### config.mk
export PLATFORM = sky130hd
export DESIGN_NAME = rate_search_ctrl
export DESIGN_NICKNAME = d
export VERILOG_FILES = /design/src/rtl/rate_search_pkg.sv /design/src/rtl/rs_sync.sv /design/src/rtl/rs_rate_map.sv /design/src/rtl/rs_code_counter.sv /design/src/rtl/rs_search_fsm.sv /design/src/rtl/rate_search_ctrl.sv
export SDC_FILE = /design/constraint.sdc
export NUM_CORES = 1
export LEC_CHECK = 0
export ABC_AREA = 1
export ABC_CLOCK_PERIOD_IN_PS = 1410
export CAP_MARGIN = 10
export CORE_UTILIZATION = 36
export CTS_CLUSTER_SIZE = 20
export DETAILED_ROUTE_END_ITERATION = 8
export GPL_ROUTABILITY_DRIVEN = 0
export PLACE_DENSITY = 0.65
export SLEW_MARGIN = 25
export SYNTH_ARGS = -nofsm -noshare
export SYNTH_HDL_FRONTEND = slang
export SYNTH_SLANG_ARGS = --single-unit
### constraint.sdc
create_clock -name clk -period 1.41 [get_ports clk]
set_input_delay 0.141 -clock clk [delete_from_list [all_inputs] [get_ports clk]]
set_output_delay 0.141 -clock clk [all_outputs]
set_load 0.01 [all_outputs]
### src/rtl/rate_search_pkg.sv
package rate_search_pkg;

    localparam int unsigned CODE_W = 3;
    localparam int unsigned MOD_W  = 4;
    localparam logic [CODE_W-1:0] LAST_AUTO_CODE = 3'd4;

    typedef enum logic [1:0] {
        SWEEP_OFF  = 2'b00,
        SWEEP_UP   = 2'b01,
        SWEEP_DOWN = 2'b10
    } sweep_dir_e;

    typedef enum logic [1:0] {
        ST_HOLD,
        ST_UP,
        ST_DOWN,
        ST_LOCK
    } search_st_e;

endpackage

### src/rtl/rs_sync.sv
module rs_sync #(
    parameter int unsigned WIDTH  = 2,
    parameter int unsigned STAGES = 2
) (
    input  logic             clk,
    input  logic             rst_n,
    input  logic [WIDTH-1:0] async_i,
    output logic [WIDTH-1:0] sync_o
);

    logic [WIDTH-1:0] stage_q [STAGES];

    always_ff @(posedge clk or negedge rst_n) begin
        if (!rst_n) begin
            for (int i = 0; i < STAGES; i++) begin
                stage_q[i] <= '0;
            end
        end else begin
            stage_q[0] <= async_i;
            for (int i = 1; i < STAGES; i++) begin
                stage_q[i] <= stage_q[i-1];
            end
        end
    end

    assign sync_o = stage_q[STAGES-1];

endmodule

### src/rtl/rs_rate_map.sv
module rs_rate_map
    import rate_search_pkg::*;
(
    input  logic [CODE_W-1:0] code_i,
    input  logic              std_sel,
    output logic [MOD_W-1:0]  div_mod_o,
    output logic              band_low_o
);

    always_comb begin
        div_mod_o  = '0;
        band_low_o = 1'b0;
        unique case (code_i)
            3'b000: begin div_mod_o = 4'd4; band_low_o = 1'b0; end
            3'b001: begin div_mod_o = std_sel ? 4'd2 : 4'd4; band_low_o = std_sel; end
            3'b010: begin div_mod_o = 4'd2; band_low_o = 1'b0; end
            3'b011: begin div_mod_o = std_sel ? 4'd1 : 4'd2; band_low_o = std_sel; end
            3'b100: begin div_mod_o = 4'd1; band_low_o = 1'b0; end
            3'b101: begin div_mod_o = std_sel ? 4'd8 : 4'd1; band_low_o = std_sel; end
            3'b110: begin div_mod_o = 4'd8; band_low_o = 1'b0; end
            default: begin div_mod_o = '0; band_low_o = 1'b0; end
        endcase
    end

    // band L needs the standard select and code bit 0 together
    always_comb begin
        if (band_low_o) begin
            a_r4_band_low: assert (std_sel && code_i[0])
                else $error("band L selected without std_sel and code bit 0");
        end
        // every modulus value is a single power of two or the invalid zero
        a_r3_mod_form: assert ($onehot0(div_mod_o))
            else $error("modulus value is not a single power of two");
    end

endmodule

### src/rtl/rs_code_counter.sv
module rs_code_counter
    import rate_search_pkg::*;
(
    input  logic              clk,
    input  logic              rst_n,
    input  logic              auto_mode,
    input  logic [CODE_W-1:0] man_code,
    input  logic              advance,
    output logic [CODE_W-1:0] code_o
);

    logic [CODE_W-1:0] code_q;
    logic [CODE_W-1:0] legal_c;
    logic [CODE_W-1:0] next_c;

    always_comb begin
        legal_c = (code_q > LAST_AUTO_CODE) ? '0 : code_q;
        if (!auto_mode) begin
            next_c = man_code;
        end else if (advance) begin
            next_c = (legal_c == LAST_AUTO_CODE) ? '0 : legal_c + 1'b1;
        end else begin
            next_c = legal_c;
        end
    end

    always_ff @(posedge clk or negedge rst_n) begin
        if (!rst_n) begin
            code_q <= '0;
        end else begin
            code_q <= next_c;
        end
    end

    assign code_o = auto_mode ? legal_c : man_code;

    // automatic mode only presents searchable codes
    a_r6_auto_legal: assert property (@(posedge clk) disable iff (!rst_n)
        auto_mode |-> (code_o <= LAST_AUTO_CODE))
        else $error("automatic mode presented an unsearchable code");

    // the last searchable code wraps to zero on advance
    a_r6_wrap: assert property (@(posedge clk) disable iff (!rst_n)
        (auto_mode && $past(auto_mode) && $past(advance)
         && ($past(code_o) == LAST_AUTO_CODE)) |-> (code_o == '0))
        else $error("code did not wrap after the last searchable code");

endmodule

### src/rtl/rs_search_fsm.sv
module rs_search_fsm
    import rate_search_pkg::*;
(
    input  logic       clk,
    input  logic       rst_n,
    input  logic       auto_mode,
    input  logic       data_s,
    input  logic       lock_s,
    input  logic       sweep_done,
    output logic [1:0] sweep_dir,
    output logic       sweep_start,
    output logic       advance,
    output logic       locked
);

    search_st_e state_q;
    search_st_e state_n;
    logic       start_q;
    logic       start_n;

    always_comb begin
        state_n = state_q;
        advance = 1'b0;
        if (!data_s) begin
            state_n = ST_HOLD;
        end else if (lock_s) begin
            state_n = ST_LOCK;
        end else begin
            unique case (state_q)
                ST_HOLD: state_n = ST_UP;
                ST_LOCK: state_n = ST_UP;
                ST_UP: begin
                    if (sweep_done) state_n = ST_DOWN;
                end
                ST_DOWN: begin
                    if (sweep_done) begin
                        state_n = ST_UP;
                        advance = auto_mode;
                    end
                end
                default: state_n = ST_HOLD;
            endcase
        end
        start_n = ((state_n == ST_UP)   && (state_q != ST_UP)) ||
                  ((state_n == ST_DOWN) && (state_q != ST_DOWN));
    end

    always_ff @(posedge clk or negedge rst_n) begin
        if (!rst_n) begin
            state_q <= ST_HOLD;
            start_q <= 1'b0;
        end else begin
            state_q <= state_n;
            start_q <= start_n;
        end
    end

    always_comb begin
        unique case (state_q)
            ST_UP:   sweep_dir = SWEEP_UP;
            ST_DOWN: sweep_dir = SWEEP_DOWN;
            default: sweep_dir = SWEEP_OFF;
        endcase
        sweep_start = start_q;
        locked      = (state_q == ST_LOCK);
    end

    // a start pulse always comes with an active sweep direction
    a_r5_start_dir: assert property (@(posedge clk) disable iff (!rst_n)
        sweep_start |-> (sweep_dir != SWEEP_OFF))
        else $error("start pulse without a sweep direction");

    // missing data in the previous cycle stops the sweep
    a_r9_nodata_stop: assert property (@(posedge clk) disable iff (!rst_n)
        $past(!data_s) |-> (sweep_dir == SWEEP_OFF))
        else $error("sweep running without input data");

    // lock with data in the previous cycle stops the sweep
    a_r8_lock_stop: assert property (@(posedge clk) disable iff (!rst_n)
        $past(lock_s && data_s) |-> (sweep_dir == SWEEP_OFF && !sweep_start))
        else $error("sweep running while locked");

endmodule

### src/rtl/rate_search_ctrl.sv
module rate_search_ctrl
    import rate_search_pkg::*;
#(
    parameter int unsigned SYNC_STAGES = 2
) (
    input  logic              clk,
    input  logic              rst_n,
    input  logic              auto_mode,
    input  logic              std_sel,
    input  logic [CODE_W-1:0] man_code,
    input  logic              data_ok,
    input  logic              pll_lock,
    input  logic              sweep_done,
    output logic [MOD_W-1:0]  div_mod,
    output logic              band_low,
    output logic [CODE_W-1:0] code_out,
    output logic [1:0]        sweep_dir,
    output logic              sweep_start
);

    localparam int unsigned FLAG_W = 2;

    logic [FLAG_W-1:0] flags_s;
    logic              data_s;
    logic              lock_s;
    logic              advance;
    logic              locked;

    rs_sync #(
        .WIDTH  (FLAG_W),
        .STAGES (SYNC_STAGES)
    ) u_sync (
        .clk     (clk),
        .rst_n   (rst_n),
        .async_i ({pll_lock, data_ok}),
        .sync_o  (flags_s)
    );

    assign data_s = flags_s[0];
    assign lock_s = flags_s[1];

    rs_search_fsm u_fsm (
        .clk         (clk),
        .rst_n       (rst_n),
        .auto_mode   (auto_mode),
        .data_s      (data_s),
        .lock_s      (lock_s),
        .sweep_done  (sweep_done),
        .sweep_dir   (sweep_dir),
        .sweep_start (sweep_start),
        .advance     (advance),
        .locked      (locked)
    );

    rs_code_counter u_count (
        .clk       (clk),
        .rst_n     (rst_n),
        .auto_mode (auto_mode),
        .man_code  (man_code),
        .advance   (advance),
        .code_o    (code_out)
    );

    rs_rate_map u_map (
        .code_i     (code_out),
        .std_sel    (std_sel),
        .div_mod_o  (div_mod),
        .band_low_o (band_low)
    );

    // the code does not move while data was absent
    a_r9_code_frozen: assert property (@(posedge clk) disable iff (!rst_n)
        (auto_mode && $past(auto_mode) && $past(!data_s)) |-> $stable(code_out))
        else $error("code moved while data was absent");

    // the code does not move while the loop stays locked
    a_r8_code_held: assert property (@(posedge clk) disable iff (!rst_n)
        (auto_mode && $past(auto_mode) && $past(locked) && locked) |-> $stable(code_out))
        else $error("code moved while locked");

    // automatic mode never selects the manual-only moduli or an invalid one
    a_r6_auto_mod: assert property (@(posedge clk) disable iff (!rst_n)
        auto_mode |-> (div_mod != 4'd0 && div_mod != 4'd8))
        else $error("automatic mode selected a manual-only modulus");

endmodule

==> results.cfg <==
[cells_and_area]
mostFrequentLayoutCells = inv_1, buf_4, nand2_1
drive_gt1_share_pct = 34.19
diodes = 0
final_cells = 133
fin_nets = 134
area_delta_synth_final_pct = 57.20

[clocking]
cts_buffers = 3
cts_tree = yes
path_clk_slew_ns = 0.06
hold_buffers = 0
htree_levels = 1
cts-root-buf = clkbuf_4
clock_latency_ns = 0.25
cts_num_sinks = 10
clk_path_buf_depth = 2

[worst_hold_path]
hold_class = input pin to async pin

[die]
start_util_pct = 40.13
std_cell_rows = 14
die-area_mm2 = 0.001908
pin_count = 21
die_h_um = 43.69
core_area_mm2 = 0.001559
die_w_um = 43.69

[outcome]
violations = negative setup slack
run_status = finished with violations

[synthesis]
yosysWarnings = 0
synthSimpleGateAreaFrac_pct = 30.40
synth_top_family_by_area = simple AND/OR/NAND/NOR gates
avgSynthCellArea_um2 = 7.723
synth-seq-cells = 10
ys_types = 17
syn_inst = 81
synthMuxAreaShare_pct = 0
seq_area_frac_synth_pct = 40.00
synth_xor_area_share_pct = 0
netlist_area_um2 = 625.6
synthesis.nets = 96
synth-compound-area-share_pct = 10.60
synth_fa_ha_area_share_pct = 10.00

[critical_path]
cp_top_family = simple AND/OR/NAND/NOR gates
r2r-start = u_count.code_q[1]$_DFF_PN0_
cp_max_fo = 4
required_ns = 1.27
cp_slowest_cell = dfrtp_1
reg2reg_slack_ns = 0.02
reg2reg_depth = 8
slowest_delay_ns = 0.40
critPathArrivalTime_ns = 1.44
critPathKind = flop to output port
crit_path_end_kind = output port
path_buf_inv = 1
crit_chain = o21ai_2, nand3_1, nand2_2, nand2_2, nand2_2, nand2_1, nor2_1, buf_2
path_common_cell = nand2_2
r2r-end = u_count.code_q[2]$_DFF_PN0_
startpoint_type = flop

[sta]
skew_ns = 0.006454
relSlewSlack_pct = 71.94
timing.fmax_mhz = 633.6
whs_ns = 0.1883
hold_viol = 0
period_share_pct = 111.9
min_period_ns = 1.578
timing.final.max_slew_violations = 0
finalWorstSetupSlack_ns = -0.1684
setup_violations = 6
rsz0062_at_grt = yes
tightest_slew_ns = 0.4196

[global_route]
grt_max_degree = 11
antenna_found_initial = 0
grt_pass1_vias = 604
grt_pass1_wl_um = 2304
track_usage_pct = 16.36
overflow = 0

[routing]
wl_um = 1431
antenna_left = 0
avgViaCountPerCell = 4.737
drt_iter0_markers = 9
via_count = 630
routedWlPerCell_um = 10.76
route.detailed.drc = 0
dr.pass1.iters = 3

[power_and_ir_drop]
pwr_density_cell_mw_per_mm2 = 801.1
leakagePower_nw = 0.5144
ir_drop_v = 0.0007612

[placed_design]
io_buffers = 20
pre_cts_ws_ns = -0.6281
hpwl_um = 1120
place_inst = 125

[flow_run]
maxCapViolCount = 0
-- cells by family after synthesis --
family / count (synthesis)
and+or+nand+nor: 40
DFF: 10
adders and majority gates: 5
AOI/OAI and AO/OA: 11
buffers and inverters: 15
-- repair_timing --
action | CTS | global route
pin swaps | 5 | 7
buffers inserted | 5 | 0
setup endpoints to repair | 11 | 12
resized for setup | 39 | 9
-- power by group --
group          internal, mW  switching, mW
Clock                0.0975         0.0794
Combinational         0.142          0.141
Sequential            0.309         0.0187
Total                 0.548          0.239
-- final cells by class --
cell class	count	area, µm²
Clock buffer	3	22.52
Fill cell	147	575.6
Inverter	15	56.30
Multi-Input combinational cell	56	357.8
Sequential cell	10	251.5
Tap cell	16	20.02
Timing Repair Buffer	33	275.3
-- worst max-delay path by stage --
stage	cells after the start	start	endpoint	slack, ns
6_report	8	u_count.code_q[1]$_DFF_PN0_	div_mod[3]	-0.17
5_1_grt	7	u_count.code_q[1]$_DFF_PN0_	div_mod[3]	-0.30
4_1_cts	8	u_count.code_q[0]$_DFF_PN0_	div_mod[3]	-0.20
3_5_place_dp	8	auto_mode	div_mod[3]	-0.63
3_3_place_gp	8	auto_mode	div_mod[1]	-0.59
2_1_floorplan	7	u_count.code_q[2]$_DFF_PN0_	div_mod[3]	0.10
-- flip-flops by register name, summed over array words and instances, names as in the netlist --
| register | cells |
|---|---|
| u_count.code_q | 3 |
| u_fsm.state_q | 2 |
| u_fsm.sweep_start | 1 |
| u_sync.stage_q | 2 |
| u_sync.sync_o | 2 |
-- synthesized netlist by cell type --
master     instances  area share [%]
inv_2              2             1.2
nand2_2            4             4.0
o2111ai_1          1             1.4
o21ai_0            6             4.8
a21oi_2            1             1.4
nor3b_1            1             1.2
dfrtp_1           10              40
nand2_1           12             7.2
nor2_2             2             2.0
o21ai_2            1             1.4
a21oi_1            2             1.6
inv_1             13             7.8
nor2_1             8             4.8
nand4_1            3             3.0
ha_1               5              10
nand3_1            9             7.2
and2_1             1             1.0
-- metal layers --
metal / track usage [%] / part of all wire, % / routed length (µm)
met4: 5.625 / 0 / 0
met2: 27.16 / 50 / 722
met5: 0 / 0 / 0
met3: 3.750 / 1.1 / 16
met1: 20.91 / 48 / 692
-- per-stage QoR --
step / power, mW / setup TNS [ns] / util, % / instance area, µm²
5_1_grt: 0.8441 / -1.593 / 63.08 / 983.4
2_1_floorplan: 0.4515 / 0 / - / 625.6
3_3_place_gp: 0.5906 / -3.804 / 58.11 / 905.9
6_report: 0.7878 / -0.6954 / 63.08 / 983.4
4_1_cts: 0.7831 / -0.8683 / 61.08 / 952.2
3_5_place_dp: 0.5939 / -4.052 / 58.11 / 905.9
(Power assumes the default switching activity.)
